## src/rtl/scr_pkg.sv

```systemverilog
// Package: shared defaults for the ones-guard scrambler.
// Assumes: taps are given as delays in accepted bits, TAP_NEAR < TAP_FAR.
package scr_pkg;
    localparam int DEF_TAP_NEAR = 14;
    localparam int DEF_TAP_FAR  = 17;
    localparam int DEF_RUN_LEN  = 64;
endpackage

```

## src/rtl/scr_history.sv

```systemverilog
// Module: output-history shift register and feedback XOR.
// Computes line bit = in_bit ^ y(n-TAP_NEAR) ^ y(n-TAP_FAR) combinationally and
// shifts that bit into the history on each step. Assumes TAP_NEAR < TAP_FAR.
module scr_history #(
    parameter int TAP_NEAR = 14,
    parameter int TAP_FAR  = 17
) (
    input  logic clk,
    input  logic rst_n,
    input  logic step,
    input  logic in_bit,
    output logic out_bit
);
    localparam int DEPTH = TAP_FAR;

    logic [DEPTH-1:0] hist;   // hist[k-1] holds y(n-k)

    // Feedback: combine the new bit with the two delayed outputs.
    always_comb out_bit = in_bit ^ hist[TAP_NEAR-1] ^ hist[TAP_FAR-1];

    // History: shift in the produced bit on each accepted step.
    always_ff @(posedge clk) begin
        if (!rst_n)
            hist <= '0;
        else if (step)
            hist <= {hist[DEPTH-2:0], out_bit};
    end

    // History frozen when no step is taken.
    assert_hist_hold_R3: assert property (@(posedge clk) disable iff (!rst_n)
        !step |=> $stable(hist));
endmodule

```

## src/rtl/scr_run_guard.sv

```systemverilog
// Module: consecutive-ones run detector.
// Counts accepted ones at the raw input. When RUN_LEN have been seen, flags the
// next accepted bit for inversion and restarts from zero; that bit is not counted.
module scr_run_guard #(
    parameter int RUN_LEN = 64
) (
    input  logic clk,
    input  logic rst_n,
    input  logic step,
    input  logic din,
    output logic force_inv
);
    localparam int CW = $clog2(RUN_LEN + 1);

    logic [CW-1:0] run_cnt;

    // Inversion is due once the count has reached the run length.
    always_comb force_inv = (run_cnt == CW'(RUN_LEN));

    // Counter: clear on zero or forced bit, else count a one.
    always_ff @(posedge clk) begin
        if (!rst_n)
            run_cnt <= '0;
        else if (step) begin
            if (force_inv || !din)
                run_cnt <= '0;
            else
                run_cnt <= run_cnt + 1'b1;
        end
    end

    // Count never passes the run length.
    assert_cnt_bound_R5: assert property (@(posedge clk) disable iff (!rst_n)
        run_cnt <= CW'(RUN_LEN));
    // Forced bit is not counted: count restarts.
    assert_restart_R5: assert property (@(posedge clk) disable iff (!rst_n)
        step && force_inv |=> run_cnt == '0);
    // A zero clears the run.
    assert_zero_clears_R6: assert property (@(posedge clk) disable iff (!rst_n)
        step && !din |=> run_cnt == '0);
    // Count held without a step.
    assert_cnt_hold_R3: assert property (@(posedge clk) disable iff (!rst_n)
        !step |=> $stable(run_cnt));
endmodule

```

## src/rtl/ones_guard_scrambler.sv

```systemverilog
// Module: top of the transmit scrambler with ones-run guard and bypass.
// One bit accepted per bit_en; dout registered on that edge. With scr_on low the
// bit passes through and all scrambler state is held. GUARD_EN selects whether
// the run detector is built.
module ones_guard_scrambler
    import scr_pkg::*;
#(
    parameter int TAP_NEAR = DEF_TAP_NEAR,
    parameter int TAP_FAR  = DEF_TAP_FAR,
    parameter int RUN_LEN  = DEF_RUN_LEN,
    parameter bit GUARD_EN = 1'b1
) (
    input  logic clk,
    input  logic rst_n,
    input  logic bit_en,
    input  logic scr_on,
    input  logic din,
    output logic dout
);
    logic step;
    logic force_inv;
    logic guarded_bit;
    logic scr_bit;

    // Scrambler state advances only on accepted bits while scrambling.
    always_comb step = bit_en && scr_on;

    generate
        if (GUARD_EN) begin : g_guard
            scr_run_guard #(.RUN_LEN(RUN_LEN)) u_guard (
                .clk(clk), .rst_n(rst_n), .step(step),
                .din(din), .force_inv(force_inv));
        end else begin : g_noguard
            assign force_inv = 1'b0;
        end
    endgenerate

    // Apply the forced inversion ahead of the feedback.
    always_comb guarded_bit = din ^ force_inv;

    scr_history #(.TAP_NEAR(TAP_NEAR), .TAP_FAR(TAP_FAR)) u_hist (
        .clk(clk), .rst_n(rst_n), .step(step),
        .in_bit(guarded_bit), .out_bit(scr_bit));

    // Output register: scrambled or pass-through bit on each accepted bit.
    always_ff @(posedge clk) begin
        if (!rst_n)
            dout <= 1'b0;
        else if (bit_en)
            dout <= scr_on ? scr_bit : din;
    end

    // Bypass passes the input unchanged.
    assert_bypass_R7: assert property (@(posedge clk) disable iff (!rst_n)
        bit_en && !scr_on |=> dout == $past(din));
    // Output holds between accepted bits.
    assert_dout_hold_R3: assert property (@(posedge clk) disable iff (!rst_n)
        !bit_en |=> $stable(dout));
endmodule

```

## config.mk

```make
export PLATFORM = sky130hd
export DESIGN_NAME = ones_guard_scrambler
export DESIGN_NICKNAME = d
export VERILOG_FILES = /design/src/rtl/scr_pkg.sv /design/src/rtl/scr_history.sv /design/src/rtl/scr_run_guard.sv /design/src/rtl/ones_guard_scrambler.sv
export SDC_FILE = /design/constraint.sdc
export NUM_CORES = 1
export LEC_CHECK = 0
export CAP_MARGIN = 20
export CORE_ASPECT_RATIO = 1.5
export CORE_MARGIN = 4
export CORE_UTILIZATION = 50
export DETAILED_ROUTE_END_ITERATION = 10
export PLACE_DENSITY_LB_ADDON = 0.08
export SETUP_SLACK_MARGIN = 0.15
export SYNTH_ARGS = -nofsm -noshare
export SYNTH_HDL_FRONTEND = slang
export SYNTH_SLANG_ARGS = --single-unit
```

## constraint.sdc

```tcl
create_clock -name clk -period 1.8 [get_ports clk]
set_input_delay 0.54 -clock clk [delete_from_list [all_inputs] [get_ports clk]]
set_output_delay 0.54 -clock clk [all_outputs]
set_load 0.02 [all_outputs]
```

; Yosys cells after proc, flatten, opt, wreduce, memory -nomap -nowiden
; Index checks and enable logic that the tools add are counted.
; W data, S select, Z words.
[totals]
reg_bits = 25
in_bits = 5
output_inout_bits = 1
elab_cells = 13
[op_classes]
add_sub_neg = 1
eq_ne = 1
mux = 2
bitwise_logic = 3
reduce_logical = 3
[op_table]
columns = op, count
row1 = $add A7 B1 Y7 const B, 1
row2 = $eq A7 B7 Y1 const B, 1
row3 = $mux W7, 1
row4 = $xor A1 B1 Y1, 3
row5 = $logic_and A1 B1 Y1, 1
row6 = $logic_not A1 Y1, 1
row7 = $logic_or A1 B1 Y1, 1
row8 = $mux W1, 1

; Longest topological paths before layout
[logic_depth]
ltp_word = 5
mapped_depth = 8

; Cells and area by module
; A second synthesis with hierarchy kept.
[unflattened]
cells_unflattened = 107
area_unflattened_um2 = 1154.9
[modules_own_cells]
columns = module, instances, cells_each, area_each_um2, seq_area_each_um2
row1 = scr_history, 1, 55, 668.1, 340.3
row2 = scr_run_guard, 1, 46, 430.4, 140.1
row3 = ones_guard_scrambler, 1, 6, 56.3, 20.0

; Worst setup path before layout
; No wires, ideal clock.
[synth_path]
kind = register to register
start = register g_guard.u_guard.run_cnt[0]
end = register u_hist.hist[0]
setup_ns = 0.118
arrival_ns = 1.489
required_ns = 1.682
setup_slack_ns = 0.193
stages_incl_launch_ff = 9
synth_period_minus_slack_ns = 1.607
path_cell_list = dfxtp_1 inv_1 ha_1 nor4b_1 nand3b_1 ha_1 xnor3_1 o21ai_1 nor2_1
[synth_via]
elab_chain_cells = 4
[synth_lines]
columns = element, line_no
row1 = start: declaration, scr_run_guard.sv:15  ; logic [CW-1:0] run_cnt;
row2 = start signal: assignment, scr_run_guard.sv:28  ; run_cnt <= run_cnt + 1'b1;
row3 = $eq A7 B7 Y1, scr_run_guard.sv:18  ; always_comb force_inv = (run_cnt == CW'(RUN_LEN));
row4 = $xor A1 B1 Y1, ones_guard_scrambler.sv:39  ; always_comb guarded_bit = din ^ force_inv;
row5 = $xor A1 B1 Y1 (2 in a row), scr_history.sv:19  ; always_comb out_bit = in_bit ^ hist[TAP_NEAR-1] ^ hist[TAP_FAR-1];
row6 = end signal: assignment, scr_history.sv:26  ; hist <= {hist[DEPTH-2:0], out_bit};
row7 = end: declaration, scr_history.sv:16  ; logic [DEPTH-1:0] hist;
; Every way passes these cells.
; A chain may end at the register's enable or synchronous reset.

; Final worst setup path
[layout_path]
start = register g_guard.u_guard.run_cnt[1]
end = register u_hist.hist[0]
; The elaborated chain is that of the path after synthesis.

==> impl_metrics.json <==
{
  "p_per_area_nw_per_um2": 727,
  "die_x_um": 45.0,
  "critical-path-slowest-cell": "dfxtp_2",
  "p_seq_share_pct": 62.1,
  "fin_cells": 157,
  "rows": 19,
  "slowest_delay_ns": 0.36,
  "die_h_um": 63.5,
  "numCtsBuffers": 3,
  "drtAntennaViolNets": 0,
  "synth.distinct_cells": 25,
  "swShare_pct": 23.9,
  "synth_cells": 120,
  "cts_tree": "yes",
  "globalplace.congestion": 0.761,
  "status": "finished clean",
  "wl_um": 1870,
  "cts_hold_buf": 0,
  "cp_max_fo": 2,
  "critPathKind": "flip-flop to flip-flop",
  "grt_pass1_wl_um": 3390,
  "p_switching_uw": 217,
  "crit_required_ns": 2.02,
  "ir_drop_mv": 0.489,
  "core_sq_um": 1900,
  "wl_per_cell_um": 11.9,
  "clock_latency_ns": 0.31,
  "critPathArrivalTime_ns": 1.89,
  "timing.final.crit_share_pct": 92.5,
  "fin_nets": 145,
  "via_count": 842,
  "grt_max_degree": 21,
  "dpl.cell_count": 153,
  "drc": 0,
  "syn_to_final_growth_pct": 21.4,
  "drv_cap": 0,
  "yosysWarnings": 0,
  "end_kind": "flip-flop",
  "grt.overflow.total": 0,
  "path_cells": "inv_2 -> ha_4 -> nor4b_4 -> nand3b_1 -> ha_1 -> xnor3_1 -> o21ai_2 -> nor2_1",
  "synth_nets": 128,
  "setup_viol": 0,
  "syn_area_sq_um": 1030,
  "p_comb_share_pct": 10.2,
  "avgSynthCellArea_sq_um": 8.57,
  "p_leak_uw": 0.000440,
  "clkPwrFrac_pct": 27.7,
  "path_clk_slew_ns": 0.14,
  "grt_use_total_pct": 15.5,
  "ios": 6,
  "synth-seq-cells": 25,
  "die-area_sq_um": 2860,
  "first_global_vias": 782,
  "yosys.area.top_type": "dfxtp_1",
  "hp-class": "flip-flop to flip-flop",
  "r2r_cells": 8,
  "portBuffers": 5,
  "cts_sinks": 25,
  "hold_path_depth": 2,
  "fin_tns_setup_ns": 0,
  "rsz0062_at_grt": "yes",
  "yosysSeqAreaShare_pct": 48.7,
  "hold_violations": 0,
  "drive_gt1_share_pct": 18.4,
  "synthTopCellsByArea": "dfxtp_1 (49%), nand2_1 (13%), a21boi_0 (12%)",
  "antenna_found_initial": 0,
  "skew_ns": 0.00614,
  "drt_pass1_iterations": 4,
  "fmax_mhz": 601,
  "start_util_pct": 54.1,
  "slew_viol_final": 0,
  "cts_max_path_buffers": 2,
  "power.internal_uw": 690,
  "synth_top_area_share_pct": 48.7,
  "dp_hpwl_um": 1380,
  "min_period_ns": 1.66,
  "diodes": 0,
  "dr.first_iter.drc_count": 9,
  "via_per_inst": 5.36,
  "startpoint_type": "flip-flop",
  "clockRootBuffer": "clkbuf_4",
  "post_cts_buffers": 0,
  "cts-htree-levels": 1,
  "tightest_slew_ns": 0.209,
  "maxSlewHeadroom_pct": 86.1
}
## cell usage after synthesis
cell / number
xor2_1: 1
nor2_1: 6
nor4b_1: 1
clkbuf_1: 3
dfxtp_1: 25
a211oi_1: 1
ha_1: 3
or3_1: 3
or4_1: 1
nand3b_1: 1
o21ai_0: 3
a21boi_0: 16
nand4_1: 1
buf_4: 1
xnor3_1: 1
xnor2_1: 1
a21oi_1: 5
buf_2: 1
and2_1: 1
nand2_1: 36
nand2_2: 1
o31ai_1: 1
nand3_1: 3
o21ai_1: 2
inv_1: 2
## worst paths after layout
kind	startpoint	end	slack [ns]
max	g_guard.u_guard.run_cnt[1]	u_hist.hist[0]	0.14
max reg2reg	g_guard.u_guard.run_cnt[1]	u_hist.hist[0]	0.14
min	u_hist.hist[9]	u_hist.hist[10]	0.47
min reg2reg	u_hist.hist[9]	u_hist.hist[10]	0.47
## per-layer routing
layer  wire (um)  vias up  global-route usage [%]
met5           0        -                       0
met2         962       10                    25.9
met1         833      394                    18.4
met4          38        0                    8.06
met3          37        4                    1.71
li1            -      434                       -
## per-stage QoR
stage                     area [sq um]  setup slack [ns]  hold WS [ns]  total power [uW]  util (%)
after floorplan                   1030             0.193         0.440               616         -
after global placement            1180           0.00808         0.447               660      62.2
after detailed placement          1180           -0.0415         0.458               662      62.2
after CTS                         1230             0.124         0.476               914      64.7
after global routing              1250            0.0444         0.496               957      65.7
final                             1250             0.136         0.473               907      65.7
## power groups by stage
stage / clock, uW / combinational, uW / sequential (uW)
2_1_floorplan: 0 / 37.7 / 579
3_3_place_gp: 0 / 85.4 / 575
3_5_place_dp: 0 / 86.7 / 575
4_1_cts: 261 / 89.8 / 563
5_1_grt: 290 / 102 / 565
6_report: 251 / 92.4 / 564
## sequential cells by signal, indices dropped and copies added, names as in the netlist
| name | cells |
|---|---|
| dout | 1 |
| g_guard.u_guard.run_cnt | 7 |
| u_hist.hist | 17 |
## cell type report
type | count | area [sq um]
fill | 165 | 653
inverter | 2 | 7.51
tap | 21 | 26.3
timing repair buffer | 17 | 151
clock buffer | 3 | 22.5
sequential | 25 | 503
multi-input combinational | 88 | 533
clock inverter | 1 | 5.00
## timing repair
item | 4_1_cts | 5_1_grt
setup endpoints to repair | 3 | 2
pin swaps | 1 | 5
gates cloned | 0 | 0
gates resized for setup | 5 | 6
## placed cells by master, fill, tap and decap left out, types with 2 or more instances in the layout
| cell type | n |
|---|---|
| buf_4 | 11 |
| ha_1 | 2 |
| dfxtp_2 | 2 |
| a21boi_0 | 16 |
| nor2_1 | 6 |
| nand2_1 | 36 |
| or3_1 | 3 |
| a21oi_1 | 5 |
| inv_2 | 2 |
| clkdlybuf4s50_1 | 4 |
| o21ai_0 | 3 |
| nand3_1 | 3 |
| clkbuf_4 | 3 |
| dfxtp_1 | 23 |
## cell families after synthesis
group / share of synthesized area [%]
AO/OA/AOI/OAI: 18.0
XOR/XNOR: 3.89
adder cells (fa/ha/maj): 3.65
buffers and inverters: 3.04
flip-flops: 48.7
AND/OR/NAND/NOR: 22.8
## critical path: cells and delay by family (launching register included)
family,cells,cell delay (ns)
and+or+nand+nor,3,0.34
xor gates and xnor gates,1,0.22
adders and majority gates,2,0.41
AOI/OAI and AO/OA,1,0.18
DFF,1,0.36
buffers and inverters,1,0.06
Power figures use the tool's default switching activity.
